--- config.mk ---
export PLATFORM = sky130hd
export DESIGN_NAME = tod_alarm_unit
export DESIGN_NICKNAME = d
export VERILOG_FILES = /design/src/rtl/tod_pkg.sv /design/src/rtl/tod_counter.sv /design/src/rtl/tod_read_latch.sv /design/src/rtl/tod_irq_ctrl.sv /design/src/rtl/tod_alarm_unit.sv
export SDC_FILE = /design/constraint.sdc
export NUM_CORES = 1
export LEC_CHECK = 0
export ABC_AREA = 1
export BUFFER_PORTS_ARGS = -buffer_cell sky130_fd_sc_hd__clkbuf_2
export CAP_MARGIN = 10
export CORE_AREA = 4 4 111 113
export DETAILED_ROUTE_END_ITERATION = 8
export DIE_AREA = 0 0 115 117
export PLACE_DENSITY = 0.78
export SETUP_SLACK_MARGIN = 0.5
export SKIP_LAST_GASP = 1
export SLEW_MARGIN = 15
export SYNTH_ARGS = -nofsm -noshare
export SYNTH_HDL_FRONTEND = slang
export SYNTH_HIERARCHICAL = 1
export SYNTH_SLANG_ARGS = --single-unit
--- constraint.sdc ---
create_clock -name clk -period 2.4 [get_ports clk]
set_clock_uncertainty 0.05 [all_clocks]
set_input_delay 0.48 -clock clk [delete_from_list [all_inputs] [get_ports clk]]
set_output_delay 0.48 -clock clk [all_outputs]
set_load 0.03 [all_outputs]
--- src/rtl/tod_pkg.sv ---
package tod_pkg;

    localparam int TOD_WIDTH   = 24;
    localparam int STAT_ANY_IX = 7;

    typedef enum logic {
        TGT_COUNT = 1'b0,
        TGT_ALARM = 1'b1
    } wr_target_e;

    typedef struct packed {
        logic       any;
        logic [6:0] flags;
    } irq_status_t;

    function automatic logic [7:0] status_byte(irq_status_t s);
        return {s.any, s.flags};
    endfunction

endpackage

--- src/rtl/tod_counter.sv ---
module tod_counter
    import tod_pkg::*;
#(
    parameter int WIDTH = TOD_WIDTH,
    parameter int AW    = 3,
    localparam int BYTES = WIDTH / 8
) (
    input  logic             clk,
    input  logic             rst,
    input  logic             tick,
    input  logic             wr_en,
    input  logic [AW-1:0]    wr_addr,
    input  logic [7:0]       wr_data,
    input  wr_target_e       target,
    output logic [WIDTH-1:0] count_o,
    output logic [WIDTH-1:0] alarm_o,
    output logic             run_o,
    output logic             match_o
);

    logic [WIDTH-1:0] cnt_q, cnt_d, alm_q, alm_d;
    logic             run_q, run_d;
    logic [BYTES-1:0] lane_we;
    logic             cnt_write, changed;

    for (genvar g = 0; g < BYTES; g++) begin : g_lane
        assign lane_we[g] = wr_en && (wr_addr == AW'(g));
    end

    assign cnt_write = (|lane_we) && (target == TGT_COUNT);

    always_comb begin
        cnt_d   = cnt_q;
        alm_d   = alm_q;
        run_d   = run_q;
        changed = 1'b0;
        for (int b = 0; b < BYTES; b++) begin
            if (lane_we[b]) begin
                changed = 1'b1;
                if (target == TGT_ALARM) begin
                    alm_d[b*8 +: 8] = wr_data;
                end else begin
                    cnt_d[b*8 +: 8] = wr_data;
                    if (b == BYTES - 1) run_d = 1'b0;
                    if (b == 0)         run_d = 1'b1;
                end
            end
        end
        if (!cnt_write && tick && run_q) begin
            cnt_d   = cnt_q + 1'b1;
            changed = 1'b1;
        end
    end

    always_ff @(posedge clk) begin
        if (rst) begin
            cnt_q <= '0;
            alm_q <= '0;
            run_q <= 1'b1;
        end else begin
            cnt_q <= cnt_d;
            alm_q <= alm_d;
            run_q <= run_d;
        end
    end

    assign match_o = changed && (cnt_d == alm_d);
    assign count_o = cnt_q;
    assign alarm_o = alm_q;
    assign run_o   = run_q;

endmodule

--- src/rtl/tod_read_latch.sv ---
module tod_read_latch #(
    parameter int WIDTH = 24
) (
    input  logic             clk,
    input  logic             rst,
    input  logic [WIDTH-1:0] count,
    input  logic             rd_high,
    input  logic             rd_low,
    output logic [WIDTH-1:0] view_o,
    output logic             hold_o
);

    logic [WIDTH-1:0] snap_q;
    logic             hold_q;

    always_ff @(posedge clk) begin
        if (rst) begin
            snap_q <= '0;
            hold_q <= 1'b0;
        end else if (rd_low) begin
            hold_q <= 1'b0;
        end else if (rd_high && !hold_q) begin
            snap_q <= count;
            hold_q <= 1'b1;
        end
    end

    assign view_o = hold_q ? snap_q : count;
    assign hold_o = hold_q;

endmodule

--- src/rtl/tod_irq_ctrl.sv ---
module tod_irq_ctrl
    import tod_pkg::*;
#(
    parameter int SRC_W = 1
) (
    input  logic             clk,
    input  logic             rst,
    input  logic [SRC_W-1:0] src_evt,
    input  logic             mask_wr,
    input  logic             mask_set,
    input  logic [SRC_W-1:0] mask_sel,
    input  logic             status_rd,
    output logic [SRC_W-1:0] flags_o,
    output logic [SRC_W-1:0] mask_o,
    output logic [7:0]       status_o,
    output logic             irq_n_o
);

    logic [SRC_W-1:0] flag_q, mask_q;
    irq_status_t      stat;

    always_ff @(posedge clk) begin
        if (rst) begin
            flag_q <= '0;
            mask_q <= '0;
        end else begin
            flag_q <= (status_rd ? '0 : flag_q) | src_evt;
            if (mask_wr) begin
                mask_q <= mask_set ? (mask_q | mask_sel) : (mask_q & ~mask_sel);
            end
        end
    end

    always_comb begin
        stat              = '0;
        stat.flags[SRC_W-1:0] = flag_q;
        stat.any          = |(flag_q & mask_q);
    end

    assign status_o = status_byte(stat);
    assign irq_n_o  = ~stat.any;
    assign flags_o  = flag_q;
    assign mask_o   = mask_q;

endmodule

--- src/rtl/tod_alarm_unit.sv ---
module tod_alarm_unit
    import tod_pkg::*;
#(
    parameter int WIDTH = TOD_WIDTH,
    localparam int BYTES = WIDTH / 8,
    localparam int AW    = $clog2(BYTES + 2)
) (
    input  logic          clk,
    input  logic          rst,
    input  logic          tod_tick_i,
    input  logic          bus_sel_i,
    input  logic          bus_wr_i,
    input  logic [AW-1:0] bus_addr_i,
    input  logic [7:0]    bus_wdata_i,
    output logic [7:0]    bus_rdata_o,
    output logic          irq_n_o
);

    localparam logic [AW-1:0] A_LOW  = AW'(0);
    localparam logic [AW-1:0] A_HIGH = AW'(BYTES - 1);
    localparam logic [AW-1:0] A_CTRL = AW'(BYTES);
    localparam logic [AW-1:0] A_IRQ  = AW'(BYTES + 1);

    logic             acc_wr, acc_rd;
    wr_target_e       target_q;
    logic [WIDTH-1:0] count_w, alarm_w, view_w;
    logic             run_w, hold_w, match_w;
    logic [0:0]       flag_w, mask_w;
    logic [7:0]       status_w;

    assign acc_wr = bus_sel_i && bus_wr_i;
    assign acc_rd = bus_sel_i && !bus_wr_i;

    always_ff @(posedge clk) begin
        if (rst) begin
            target_q <= TGT_COUNT;
        end else if (acc_wr && bus_addr_i == A_CTRL) begin
            target_q <= wr_target_e'(bus_wdata_i[0]);
        end
    end

    tod_counter #(.WIDTH(WIDTH), .AW(AW)) u_counter (
        .clk     (clk),
        .rst     (rst),
        .tick    (tod_tick_i),
        .wr_en   (acc_wr),
        .wr_addr (bus_addr_i),
        .wr_data (bus_wdata_i),
        .target  (target_q),
        .count_o (count_w),
        .alarm_o (alarm_w),
        .run_o   (run_w),
        .match_o (match_w)
    );

    tod_read_latch #(.WIDTH(WIDTH)) u_latch (
        .clk     (clk),
        .rst     (rst),
        .count   (count_w),
        .rd_high (acc_rd && bus_addr_i == A_HIGH),
        .rd_low  (acc_rd && bus_addr_i == A_LOW),
        .view_o  (view_w),
        .hold_o  (hold_w)
    );

    tod_irq_ctrl #(.SRC_W(1)) u_irq (
        .clk       (clk),
        .rst       (rst),
        .src_evt   (match_w),
        .mask_wr   (acc_wr && bus_addr_i == A_IRQ),
        .mask_set  (bus_wdata_i[STAT_ANY_IX]),
        .mask_sel  (bus_wdata_i[0]),
        .status_rd (acc_rd && bus_addr_i == A_IRQ),
        .flags_o   (flag_w),
        .mask_o    (mask_w),
        .status_o  (status_w),
        .irq_n_o   (irq_n_o)
    );

    always_comb begin
        bus_rdata_o = 8'h00;
        for (int b = 0; b < BYTES; b++) begin
            if (bus_addr_i == AW'(b)) bus_rdata_o = view_w[b*8 +: 8];
        end
        if (bus_addr_i == A_CTRL) bus_rdata_o = {7'b0, target_q == TGT_ALARM};
        if (bus_addr_i == A_IRQ)  bus_rdata_o = status_w;
    end

endmodule

---- After elaboration in Yosys (flattened, before gate mapping) ----
Cells that the tools add are included.
word-level totals
  input bits .............................. 16
  flip-flop bits (word level) ............. 77
  logic and storage cells ................. 73
operators by class
  reduce and logical (&&, ||, !) cells .... 22
  equality and inequality tests ........... 5
  $add $sub $neg .......................... 1
  mux-type cells .......................... 29
  bitwise gates (word level) .............. 8
operators with widths
  cell                     number
  $mux W8                  17
  $mux W24                 2
  $add A24 B1 Y24 const B  1
  $eq A24 B24 Y1           1
  $logic_and A1 B1 Y1      15
  $mux W1                  10
  $eq A3 B2 Y1 const B     2
  $not A1 Y1               4
  $eq A3 B1 Y1 const B     1
  $eq A3 B3 Y1 const B     1
  $logic_not A1 Y1         3
  $logic_not A3 Y1         1
  $reduce_or A3 Y1         1
  $and A1 B1 Y1            2
  $or A1 B1 Y1             2
  $reduce_and A2 Y1        1
  $reduce_or A2 Y1         1

---- Longest topological paths before layout ----
Gate-level depths: netlist of the first run.
  word-level depth ........................ 11
  gate-level depth with buffers ........... 19
  depth with buffers taken out ............ 19

---- Modules after synthesis ----
Netlist of the first run, hierarchy kept.
modules (own cells, without submodules)
  module          cells an instance  times used  area each (um2)
  tod_counter     629                1           3,568.4
  tod_read_latch  260                1           1,515.2
  tod_alarm_unit  69                 1           316.6
  tod_irq_ctrl    22                 1           142.6

---- Worst setup path before layout of the first run ----
OpenSTA, ideal clock, no wires.
  kind .................................... in2reg
  start point ............................. input bus_sel_i
  end point ............................... register u_irq.flag_q, in the netlist u_irq/flags_o
  arrival ................................. 1.944 ns
  stages .................................. 19
  path slack .............................. 0.342 ns
  library setup time ...................... 0.064 ns
  cells stage by stage .................... nand2_1 inv_1 inv_2 nor2_4 nand3_2 nand2_4 inv_4 buf_6 nand3_1 nand3_1 nand2_1 nand2_1 nor2_1 nand2_1 nor2_1 nand2_1 nor2_1 a21oi_1 nor2_1
on the way
  cells in the longest elaborated chain, start to end .. 11
  elaborated cells on any way between the ends .. 26
  classes of those cells .................. eq/ne (1); mux (12); bitwise (1); reduce/logical (12)
ends and longest elaborated chain
  item                              line                  text
  start: declaration                tod_alarm_unit.sv:11  input logic bus_sel_i,
  $logic_and A1 B1 Y1 (*)           tod_alarm_unit.sv:31  assign acc_wr = bus_sel_i && bus_wr_i;
  net acc_wr                        tod_alarm_unit.sv:24  logic acc_wr, acc_rd;
  $logic_and A1 B1 Y1               tod_counter.sv:27     assign lane_we[g] = wr_en && (wr_addr == AW'(g));
  $reduce_or A3 Y1                  tod_counter.sv:30     assign cnt_write = (|lane_we) && (target == TGT_COUNT);
  $logic_and A1 B1 Y1               tod_counter.sv:30
  $logic_not A1 Y1                  tod_counter.sv:49     if (!cnt_write && tick && run_q) begin
  $logic_and A1 B1 Y1 (2 in a row)  tod_counter.sv:49
  $mux W24                          tod_counter.sv:49
  $eq A24 B24 Y1                    tod_counter.sv:67     assign match_o = changed && (cnt_d == alm_d);
  $logic_and A1 B1 Y1 (*)           tod_counter.sv:67
  net match_w                       tod_alarm_unit.sv:27  logic run_w, hold_w, match_w;
  $or A1 B1 Y1 (*)                  tod_irq_ctrl.sv:27    flag_q <= (status_rd ? '0 : flag_q) | src_evt;
  end signal: assignment            tod_irq_ctrl.sv:27
  end: declaration                  tod_irq_ctrl.sv:19    logic [SRC_W-1:0] flag_q, mask_q;
Mark *: on every way through the listed nets, which the timed path passes. The rest lies on a longest branch.
A chain may end at the register's enable or synchronous reset.

---- Worst setup path in the final report of the first run ----
  start point ............................. register target_q
  end point ............................... register u_irq.flag_q, in the netlist u_irq/flags_o
on the way
  cells in the longest elaborated chain, start to end .. 9
  elaborated cells on any way between the ends .. 22
  classes of those cells .................. eq/ne (1); mux (14); bitwise (2); reduce/logical (5)
ends and longest elaborated chain
  item                              line                  text
  start: declaration                tod_alarm_unit.sv:25  wr_target_e target_q;
  start signal: assignment          tod_alarm_unit.sv:38  target_q <= wr_target_e'(bus_wdata_i[0]);
  $not A1 Y1                        tod_counter.sv:30
  $logic_and A1 B1 Y1               tod_counter.sv:30
  $logic_not A1 Y1                  tod_counter.sv:49
  $logic_and A1 B1 Y1 (2 in a row)  tod_counter.sv:49
  $mux W24                          tod_counter.sv:49
  $eq A24 B24 Y1                    tod_counter.sv:67
  $logic_and A1 B1 Y1 (*)           tod_counter.sv:67
  net match_w                       tod_alarm_unit.sv:27
  $or A1 B1 Y1 (*)                  tod_irq_ctrl.sv:27
Marked as above.

==> run summary, run 1 <==
Post-Layout Inst Area: 7190 um^2
pin count of the biggest net entering global routing: 27
register bit count reported by yosys: 77
leading cell type by number of instances after synthesis: nand2_1
Die H: 117 um
grt met2 use: 0.415
maximum fanout along the worst path: 17
FFs w/ async S/R, synth: 0
Worst-path clk slew: 0.06 ns
Max H-tree Level: 3
area of the multi-input gates: 3490 um^2
Leakage Power: 3.49 nW
Area growth syn-to-layout: 29.7%
WL final: 18900 um
Int Power: 2.43 mW
ant diodes: 0
Critical Path RT: 2.62 ns
number of core rows: 39
r2r worst-path depth: 17
Final HPWL DP: 12300 um
Worst R2R End: u_irq/flags_o
Initial Util: 0.490
Switching Share: 0.309
Cell Area, Placed: 6030 um^2
Worst Setup SP: target_q
cell accounting for the most synthesized area: dfxtp_1
Pins Over Slew Limit: 0
Final Critical Period: 2.19 ns
I/O pins: 25
Hold Fails Final Rpt: 0
Sequential Power Share: 0.390
CTS tree: built
total grt overflow: 0
NumNets Final: 1086
unrepaired setup endpoints after global routing: yes
leading post-synthesis cells by cell area: dfxtp_1, nand2_1, inv_1
Post-synth EDFFs: 0
vias in the first global route: 5901
clock latency on the worst-skew pair: 0.34 ns
P_sw: 1.09 mW
top-area cell type share of the netlist area: 0.278
commonest cells in the netlist: nand2_1, inv_1, nor2_1, nand3_1, dfxtp_1
Worst R2R Start: target_q
crit path capture type: register
initial antenna violation count: 0
status: finished, final reports clean
first-pass GRT wire length: 28600 um
Overall Global Routing Usage: 0.267
synth warn: 6
drt pass-1 iters: 6
Cell Area, Synth: 5540 um^2
root buf cell: clkbuf_16
met3 usage: 0.0442
Cell variety after synth: 37
Die Wd: 115 um
Crit Path Category: register to register
vias per inst: 5.55
Port Buf Inserts: 24
VDD IR max: 0.000459 V
Max Cap Viol: 0
Worst Tran Pin Value: 0.588 ns
met1 usage: 0.360
gpl congestion: 0.955
final core occ: 0.635
layout cells sized above 1: 0.229
Initial DRC Count: 1155
Die ar.: 13500 um^2
min-delay worst type: input pin to register
final setup fails: 0
Post-Syn Instances: 980
Sink Count: 77
CTS Buf Count: 9
Clk pwr share: 0.408
# hold bufs at CTS: 0
part of the cycle the worst path needs: 0.913
Seq/Total Area, Yosys: 0.278
Residual DRC: 0
core area: 11300 um^2
Syn Area/Cell: 5.66 um^2
Wirelength per Cell: 15.5 um
Main synth FF type: dfxtp_1
HP Start: bus_wdata_i[7]
Arrival @ worst endpoint: 2.41 ns
worst reg-to-reg setup slack: 0.21 ns
Detail Route Antenna Nets: 0
PwrDens: 488 nW/um^2
Vias: 6750
Storage cell area: 1560 um^2
Slew HR: 0.608
Gate power share: 0.202
Worst Hold Depth: 3
clk buf depth: 2
Top Usage Layer GRT: met2
fillers: 960
fmax: 457 MHz
CP startpoint kind: register
## power by group through the flow
stage | registers (mW) | clock network [mW] | logic (mW)
floorplan | 1.38 | 0 | 0.385
global placement | 1.39 | 0 | 0.554
detailed placement | 1.39 | 0 | 0.558
CTS | 1.36 | 1.45 | 0.610
global route | 1.37 | 1.49 | 0.775
finish | 1.37 | 1.43 | 0.711
## metal layers
| metal | wire length [um] | share of wire |
|---|---|---|
| met4 | 976 | 0.052 |
| met2 | 8420 | 0.45 |
| met3 | 1950 | 0.10 |
| met5 | 0 | 0 |
| met1 | 7560 | 0.40 |
## per-stage QoR
step                      setup TNS, ns  std cells  worst slack (ns)  power, mW  hold WS, ns
after floorplan                       0        985             0.342       1.76        0.397
after global placement           -0.144       1165            -0.144       1.94        0.419
after detailed placement         -0.153       1165            -0.153       1.95        0.433
after CTS                             0       1196             0.322       3.42        0.340
after global routing                  0       1217            0.0602       3.63        0.349
final                                 0       1217             0.210       3.51        0.347
## what timing repair did
action / 4_1_cts / 5_1_grt
buffers inserted: 12 / 18
cloned: 3 / 3
pin swaps: 11 / 39
endpoints found under the setup margin: 9 / 9
endpoints found under the hold margin: 0 / 0
gates resized for setup: 67 / 90
## cells in the final DEF (no fill, tap or decap), types with 3 or more instances in the layout
master      Yosys  final
o22ai_1        17     15
clkbuf_2        0     15
clkbuf_16       0     10
nand2_1       352    319
nor3_2          2      3
nand3_2         6     13
dfxtp_1        77     63
clkbuf_4        0      4
clkbuf_8        0      6
buf_12          0      7
dfxtp_2         0     12
nor2_1        115    106
clkinvlp_4      0      3
conb_1          1      6
buf_6           8      7
inv_1         160    150
buf_4          10     63
nor2_2          1      6
nand3_1        90     79
o21ai_2         2      5
nand4_1        14     14
nand3b_1        5      5
inv_2           6     13
nand2_2         6     37
a21oi_1        13     12
nand2_8         0      3
o21ai_0        48     28
nand3_4         1      6
nor2_4          8     12
o21ai_1         6     22
## worst max-delay path by stage
stage                         end  cells past startpoint
floorplan           u_irq/flags_o                     19
global placement    u_irq/flags_o                     18
detailed placement  u_irq/flags_o                     17
CTS                 u_irq/flags_o                     20
global route        u_irq/flags_o                     19
finish              u_irq/flags_o                     17
## registers in the layout (all words and copies together), names as in the netlist, named ones only
register,flops
target_q,1
u_irq/flags_o,1
u_counter/run_o,1
u_latch/hold_o,1
u_latch/snap_q,24
u_counter/alarm_o,24
u_counter/count_o,24
## kinds of logic (layout without fill, tap and decap cells)
kind of cell	after synthesis	count (layout)	share of synthesized area
and+or+nand+nor	606	608	0.469
buffers and inverters	203	290	0.158
AOI/OAI and AO/OA	91	91	0.0905
DFF	77	77	0.278
adders and majority gates	1	1	0.00226
other	1	6	0.000677
xor gates and xnor gates	1	1	0.00158
## critical path: stages (launching register included)
cell and delay, ns:
dfxtp_2 0.38, inv_2 0.10, buf_8 0.17, nand2_1 0.16
o21ai_0 0.12, nand2_1 0.07, nand2_1 0.06, nand2_2 0.07
nand2_2 0.08, nand2_1 0.07, nand2_1 0.06, nor2_1 0.12
nand3_1 0.13, nor2_2 0.13, nand3_1 0.09, nor2_1 0.12
a21oi_1 0.05, nor2_1 0.08
## area by class of cell
class                           count  share of cell area
Sequential cell                    77               0.218
Clock buffer                       10              0.0332
Multi-Input combinational cell    707               0.485
Timing Repair Buffer              107               0.140
Clock inverter                      6             0.00992
Inverter                          167              0.0894
Tap cell                          143              0.0249
Note: power is estimated with default switching activity, not from simulation.
==> run 2, diff against run 1 <==
--- a/config.mk
+++ b/config.mk
@@ -11,7 +11,7 @@
 export CORE_AREA = 4 4 111 113
 export DETAILED_ROUTE_END_ITERATION = 8
 export DIE_AREA = 0 0 115 117
-export PLACE_DENSITY = 0.78
+export PLACE_DENSITY = 0.68
 export SETUP_SLACK_MARGIN = 0.5
 export SKIP_LAST_GASP = 1
 export SLEW_MARGIN = 15
==> constraint.sdc (replaced) <==
create_clock -name clk -period 2.2 [get_ports clk]
set_clock_uncertainty 0.05 [all_clocks]
set_input_delay 0.44 -clock clk [delete_from_list [all_inputs] [get_ports clk]]
set_output_delay 0.44 -clock clk [all_outputs]
set_load 0.03 [all_outputs]
==> run 2 against run 1 <==
Against the previous run: sequential power grew 9%; routed wire length grew 4.5%; via count shrank 0.16%; highest routed layer unchanged; clock-buffer cell count grew 2; power grew 7.6%; core utilization grew 5.2 points; clock power shrank 3%; maximum frequency grew 3.5%; final cell count grew 4.8%; sequential share of layout area shrank 1.6 points; register-to-register slack lost 0.13 ns; setup slack lost 0.13 ns.
==> run summary, run 2 (synthesis gave the netlist of run 1 again) <==
status: finished, final reports clean
Int Power: 2.61 mW (+7.8%)
gpl congestion: 0.920 (-3.6%)
ant diodes: 0 (unchanged)
most frequent cells in the layout: nand2_1, inv_1, buf_4
part of the cycle the worst path needs: 0.962 (+0.0495)
fillers: 977 (+1.8%)
Arrival @ worst endpoint: 2.34 ns (-0.07 ns)
sequence of cells on the critical path: buf_6, nand2_2, nor2_4, nand3_1, o21ai_0, nand3_1, nand3_2, nand2_1, nor2_1, nand2_1, nor2_1, nand2_1, nor2_1, a21oi_1, nor2_1
Final HPWL DP: 13000 um (+5.7%)
Storage cell area: 1570 um^2 (+0.40%)
Max H-tree Level: 3 (unchanged)
vias per inst: 5.28 (-4.8%)
NumNets Final: 1145 (+5.4%)
max incr delay on CP: 0.36 ns (-0.02 ns)
Port Buf Inserts: 24 (unchanged)
Initial Util: 0.490 (unchanged)
Switching Share: 0.308 (-0.00119)
maximum fanout along the worst path: 7 (-10)
Overall Global Routing Usage: 0.277 (+0.0101)
Hold Fails Final Rpt: 0 (unchanged)
crit path capture type: register
clock latency on the worst-skew pair: 0.34 ns (about the same)
Sequential Power Share: 0.395 (+0.005)
Cell Area, Placed: 6540 um^2 (+8.3%)
Residual DRC: 0 (unchanged)
commonest non-fill, non-tap cell in the layout: nand2_1
PwrDens: 485 nW/um^2 (-0.58%)
CP startpoint kind: register
fmax: 472 MHz (+3.5%)
CTS Buf Count: 9 (unchanged)
Worst-path clk slew: 0.06 ns (about the same)
Place WS: -0.361 ns (-0.208 ns)
I/O pins: 25 (unchanged)
first-pass GRT wire length: 29400 um (+3.0%)
Max Cap Viol: 0 (unchanged)
Setup WS post-layout: 0.0834 ns (-0.126 ns)
number of core rows: 39 (unchanged)
Initial DRC Count: 801 (-31%)
Area growth syn-to-layout: 40.4%
initial antenna violation count: 0 (unchanged)
unrepaired setup endpoints after global routing: yes
Post-Layout Inst Area: 7780 um^2 (+8.2%)
Leakage Power: 3.84 nW (+10%)
slowest stage cell on the critical path: dfxtp_2
Pins Over Slew Limit: 0 (unchanged)
WL final: 19800 um (+4.5%)
area of the multi-input gates: 3600 um^2 (+3.2%)
final setup fails: 0 (unchanged)
Gate power share: 0.237 (+0.035)
most used cell, CP: nor2_1
final core occ: 0.688 (+0.0524)
layout cells sized above 1: 0.285 (+0.0560)
final hold slack: 0.299 ns (-0.0480 ns)
VDD IR max: 0.000420 V (-8.6%)
min-delay worst type: input pin to register
Detail Route Antenna Nets: 0 (unchanged)
Wirelength per Cell: 15.5 um (-0.34%)
vias in the first global route: 6006 (+1.8%)
clk buf depth: 2 (unchanged)
Crit Path Category: register to register
P_sw: 1.16 mW (+7.2%)
drt pass-1 iters: 6 (unchanged)
total power: 3.78 mW (+7.6%)
Die ar.: 13500 um^2 (unchanged)
CTS tree: built
core area: 11300 um^2 (unchanged)
Die Wd: 115 um (unchanged)
Critical Path RT: 2.43 ns (-0.19 ns)
Vias: 6739 (-0.16%)
pin count of the biggest net entering global routing: 25 (-7.4%)
root buf cell: clkbuf_16
Sink Count: 77 (unchanged)
Final Critical Period: 2.12 ns (-0.0736 ns)
total grt overflow: 0 (unchanged)
Clk pwr share: 0.368 (-0.040)
# hold bufs at CTS: 0 (unchanged)
Die H: 117 um (unchanged)
run 2: cell types whose count changed in the layout (fill, tap and decap cells not counted), sizes merged:
cell,previous run,this run
buf,81,141
clkinvlp,3,0
clkinv,2,4
bufinv,1,0
clkbuf,35,34
nand2,360,361
nand3,98,99
run 2: power groups by stage:
stage	clock network (mW)	registers [mW]	logic (mW)
6_report	1.39	1.49	0.895
5_1_grt	1.48	1.50	0.973
4_1_cts	1.40	1.49	0.779
3_5_place_dp	0	1.51	0.702
3_3_place_gp	0	1.51	0.700
2_1_floorplan	0	1.51	0.420
run 2: timing repair:
action,4_1_cts,5_1_grt
setup buffers,13,10
gates cloned,3,6
gates resized for setup,110,92
setup endpoints to repair,23,46
pin swaps,24,54
hold endpoints to repair,0,0
run 2: final timing paths:
kind | start | endpoint | slack, ns | cells past startpoint
hold reg to reg | u_counter/run_o | u_counter/run_o | 0.45 | 2
setup reg to reg | u_counter/count_o[1] | u_irq/flags_o | 0.08 | 15
setup / recovery | u_counter/count_o[1] | u_irq/flags_o | 0.08 | 15
hold / removal | bus_wdata_i[7] | register | 0.30 | 3
run 2: cell type report:
class / count / share of cell area
Multi-Input combinational cell: 709 / 0.462
Clock inverter: 4 / 0.00305
Clock buffer: 12 / 0.0317
Timing Repair Buffer: 164 / 0.195
Sequential cell: 77 / 0.202
Tap cell: 143 / 0.0230
Inverter: 167 / 0.0828
run 2: worst max-delay path: cells and delay by family (launching register included):
family	cells	cell delay, ns
compound gates	2	0.21
simple gates	12	1.28
flops	1	0.36
buf+inv	1	0.12
run 2: stage by stage:
step | cells | setup TNS, ns
floorplan | 985 | 0
global placement | 1228 | -0.305
detailed placement | 1228 | -0.361
CTS | 1260 | 0
global route | 1276 | -0.0807
finish | 1276 | 0
run 2: layer usage:
layer  up-vias  global-route usage  part of all wire
li1       3330                   -                 -
met4         0               0.120             0.039
met3        70              0.0344             0.069
met2       308               0.456              0.46
met5         -                   0                 0
met1      3031               0.366              0.43
==> run 3, diff against run 2 <==
--- a/config.mk
+++ b/config.mk
@@ -8,11 +8,11 @@
 export ABC_AREA = 1
 export BUFFER_PORTS_ARGS = -buffer_cell sky130_fd_sc_hd__clkbuf_2
 export CAP_MARGIN = 10
-export CORE_AREA = 4 4 111 113
+export CORE_AREA = 4 4 154 82
 export DETAILED_ROUTE_END_ITERATION = 8
-export DIE_AREA = 0 0 115 117
+export DIE_AREA = 0 0 158 86
 export PLACE_DENSITY = 0.68
-export SETUP_SLACK_MARGIN = 0.5
+export SETUP_SLACK_MARGIN = 0.02
 export SKIP_LAST_GASP = 1
 export SLEW_MARGIN = 15
 export SYNTH_ARGS = -nofsm -noshare
==> run 3 against run 2 <==
Against the previous run: the run now ends with negative setup slack left; critical path type unchanged; clock-buffer cell count fell by 1; combinational power fell by 5.6%; largest cell class unchanged; highest routed layer unchanged; hold slack improved by 0.012 ns.
==> run summary, run 3 (synthesis gave the netlist of run 1 again) <==
clock latency on the worst-skew pair: 0.35 ns (about the same)
Worst R2R Start: u_counter/count_o[1]
max incr delay on CP: 0.37 ns (about the same)
Worst R2R End: u_irq/flags_o
Initial Util: 0.487 (-0.00280)
most frequent cells in the layout: nand2_1, inv_1, buf_4
final hold slack: 0.310 ns (+0.0119 ns)
Initial DRC Count: 819 (+2.2%)
failing checks: negative setup slack
Leakage Power: 3.79 nW (-1.1%)
NumNets Final: 1135 (-0.87%)
pin count of the biggest net entering global routing: 54 (+120%)
commonest non-fill, non-tap cell in the layout: nand2_1
CTS Buf Count: 9 (unchanged)
drt pass-1 iters: 5 (-1)
sum of negative setup slack: -0.0653 ns (-0.0653 ns)
sequence of cells on the critical path: buf_6, nand2_4, nor2_4, buf_6, nand2_8, nor2_2, nand3_2, nand3_2, nand2_1, a21oi_2, nand2_1, nor2_4, nand3_1, nor2_1, a21oi_1, nor2_1
vias per inst: 5.17 (-2.2%)
core area: 11400 um^2 (+0.57%)
slowest stage cell on the critical path: dfxtp_2
PwrDens: 548 nW/um^2 (+13%)
Residual DRC: 0 (unchanged)
Pins Over Slew Limit: 0 (unchanged)
min-delay worst type: input pin to register
ant diodes: 0 (unchanged)
CP startpoint kind: register
total grt overflow: 0 (unchanged)
Non-Filler Instances: 1273 (-0.24%)
unrepaired setup endpoints after global routing: yes
r2r worst-path depth: 16 (+1)
Final Critical Period: 2.27 ns (+0.149 ns)
vias in the first global route: 5740 (-4.4%)
fillers: 1044 (+6.9%)
Setup WS post-layout: -0.0653 ns (-0.149 ns)
layout cells sized above 1: 0.254 (-0.0313)
root buf cell: clkbuf_16
Vias: 6576 (-2.4%)
clk buf depth: 2 (unchanged)
Worst Hold Depth: 3 (unchanged)
gpl congestion: 1.03 (+12%)
Max H-tree Level: 3 (unchanged)
crit path capture type: register
part of the cycle the worst path needs: 1.03 (+0.0676)
initial antenna violation count: 0 (unchanged)
Critical Path RT: 2.43 ns (about the same)
Detail Route Antenna Nets: 0 (unchanged)
Die H: 86 um (-26%)
Final HPWL DP: 14300 um (+9.7%)
Port Buf Inserts: 24 (unchanged)
Cell Area, Placed: 6650 um^2 (+1.7%)
Post-Layout Inst Area: 7530 um^2 (-3.2%)
delay-heaviest family, CP: simple AND/OR/NAND/NOR gates
I/O pins: 25 (unchanged)
fmax: 441 MHz (-6.6%)
WL final: 19900 um (+0.46%)
Wirelength per Cell: 15.6 um (+0.70%)
Die ar.: 13600 um^2 (+0.99%)
number of core rows: 28 (-28%)
VDD IR max: 0.000417 V (-0.66%)
Max Cap Viol: 0 (unchanged)
maximum fanout along the worst path: 5 (-2)
status: finished, violations left
cell count after placement: 1244 (+1.3%)
Worst Path Buf+Inv: 2 (+1)
final setup fails: 1 (+1)
Overall Global Routing Usage: 0.287 (+0.0104)
HP Start: bus_wdata_i[7]
first-pass GRT wire length: 30400 um (+3.3%)
Crit Path Category: register to register
CTS tree: built
Worst-path clk slew: 0.06 ns (about the same)
worst reg-to-reg setup slack: -0.07 ns (-0.15 ns)
Hold Fails Final Rpt: 0 (unchanged)
Die Wd: 158 um (+37%)
Arrival @ worst endpoint: 2.50 ns (+0.16 ns)
Area growth syn-to-layout: 35.9%
Sink Count: 77 (unchanged)
==> run 3: what timing repair did <==
item                                    4_1_cts  5_1_grt
pin swaps                                     3       37
gates resized for setup                      13      112
hold buffers                                  0        0
gates cloned                                  1        1
endpoints found under the setup margin        2        8
setup buffers                                 1       10
==> run 3: worst max-delay path by stage <==
stage | startpoint | end | cells after the start
after global routing | u_counter/count_o[15] | u_irq/flags_o | 15
after global placement | bus_sel_i | u_irq/flags_o | 18
after CTS | target_q | u_irq/flags_o | 17
after detailed placement | bus_sel_i | u_irq/flags_o | 18
after floorplan | bus_sel_i | u_irq/flags_o | 19
final | u_counter/count_o[1] | u_irq/flags_o | 16
==> run 3: stage by stage <==
step	setup slack, ns	total power, mW	utilization
global route	-0.126	4.30	0.661
floorplan	0.182	1.92	-
detailed placement	-0.341	2.24	0.584
global placement	-0.362	2.24	0.584
CTS	0.0199	4.03	0.621
finish	-0.0653	4.12	0.661
==> run 3: tightest hold or removal path: cells and delay by family <==
kind	cells	cell delay [ns]
buf+inv	1	0.10
simple gates	2	0.13
==> run 3: cell type report <==
cell class	instances	area [um^2]	area share
multi-input combinational	705	3470	0.460
sequential	77	1570	0.208
timing repair buffer	158	1330	0.176
inverter	167	634	0.0842
clock buffer	11	243	0.0322
tap	150	188	0.0249
clock inverter	5	106	0.0141
==> run 3: metal layers <==
layer,GRT usage,wire length (um),vias to the layer above
met5,0,0,-
met4,0.0526,233,0
met3,0.0907,2560,30
met2,0.384,7750,320
met1,0.447,9310,2940
li1,-,-,3286
==> run 3: where the power goes <==
| part | leakage (nW) | switching, mW | internal [mW] |
|---|---|---|---|
| logic | 2.99 | 0.496 | 0.348 |
| registers | 0.632 | 0.0523 | 1.44 |
| clock network | 0.166 | 0.645 | 1.15 |
| total | 3.79 | 1.19 | 2.93 |
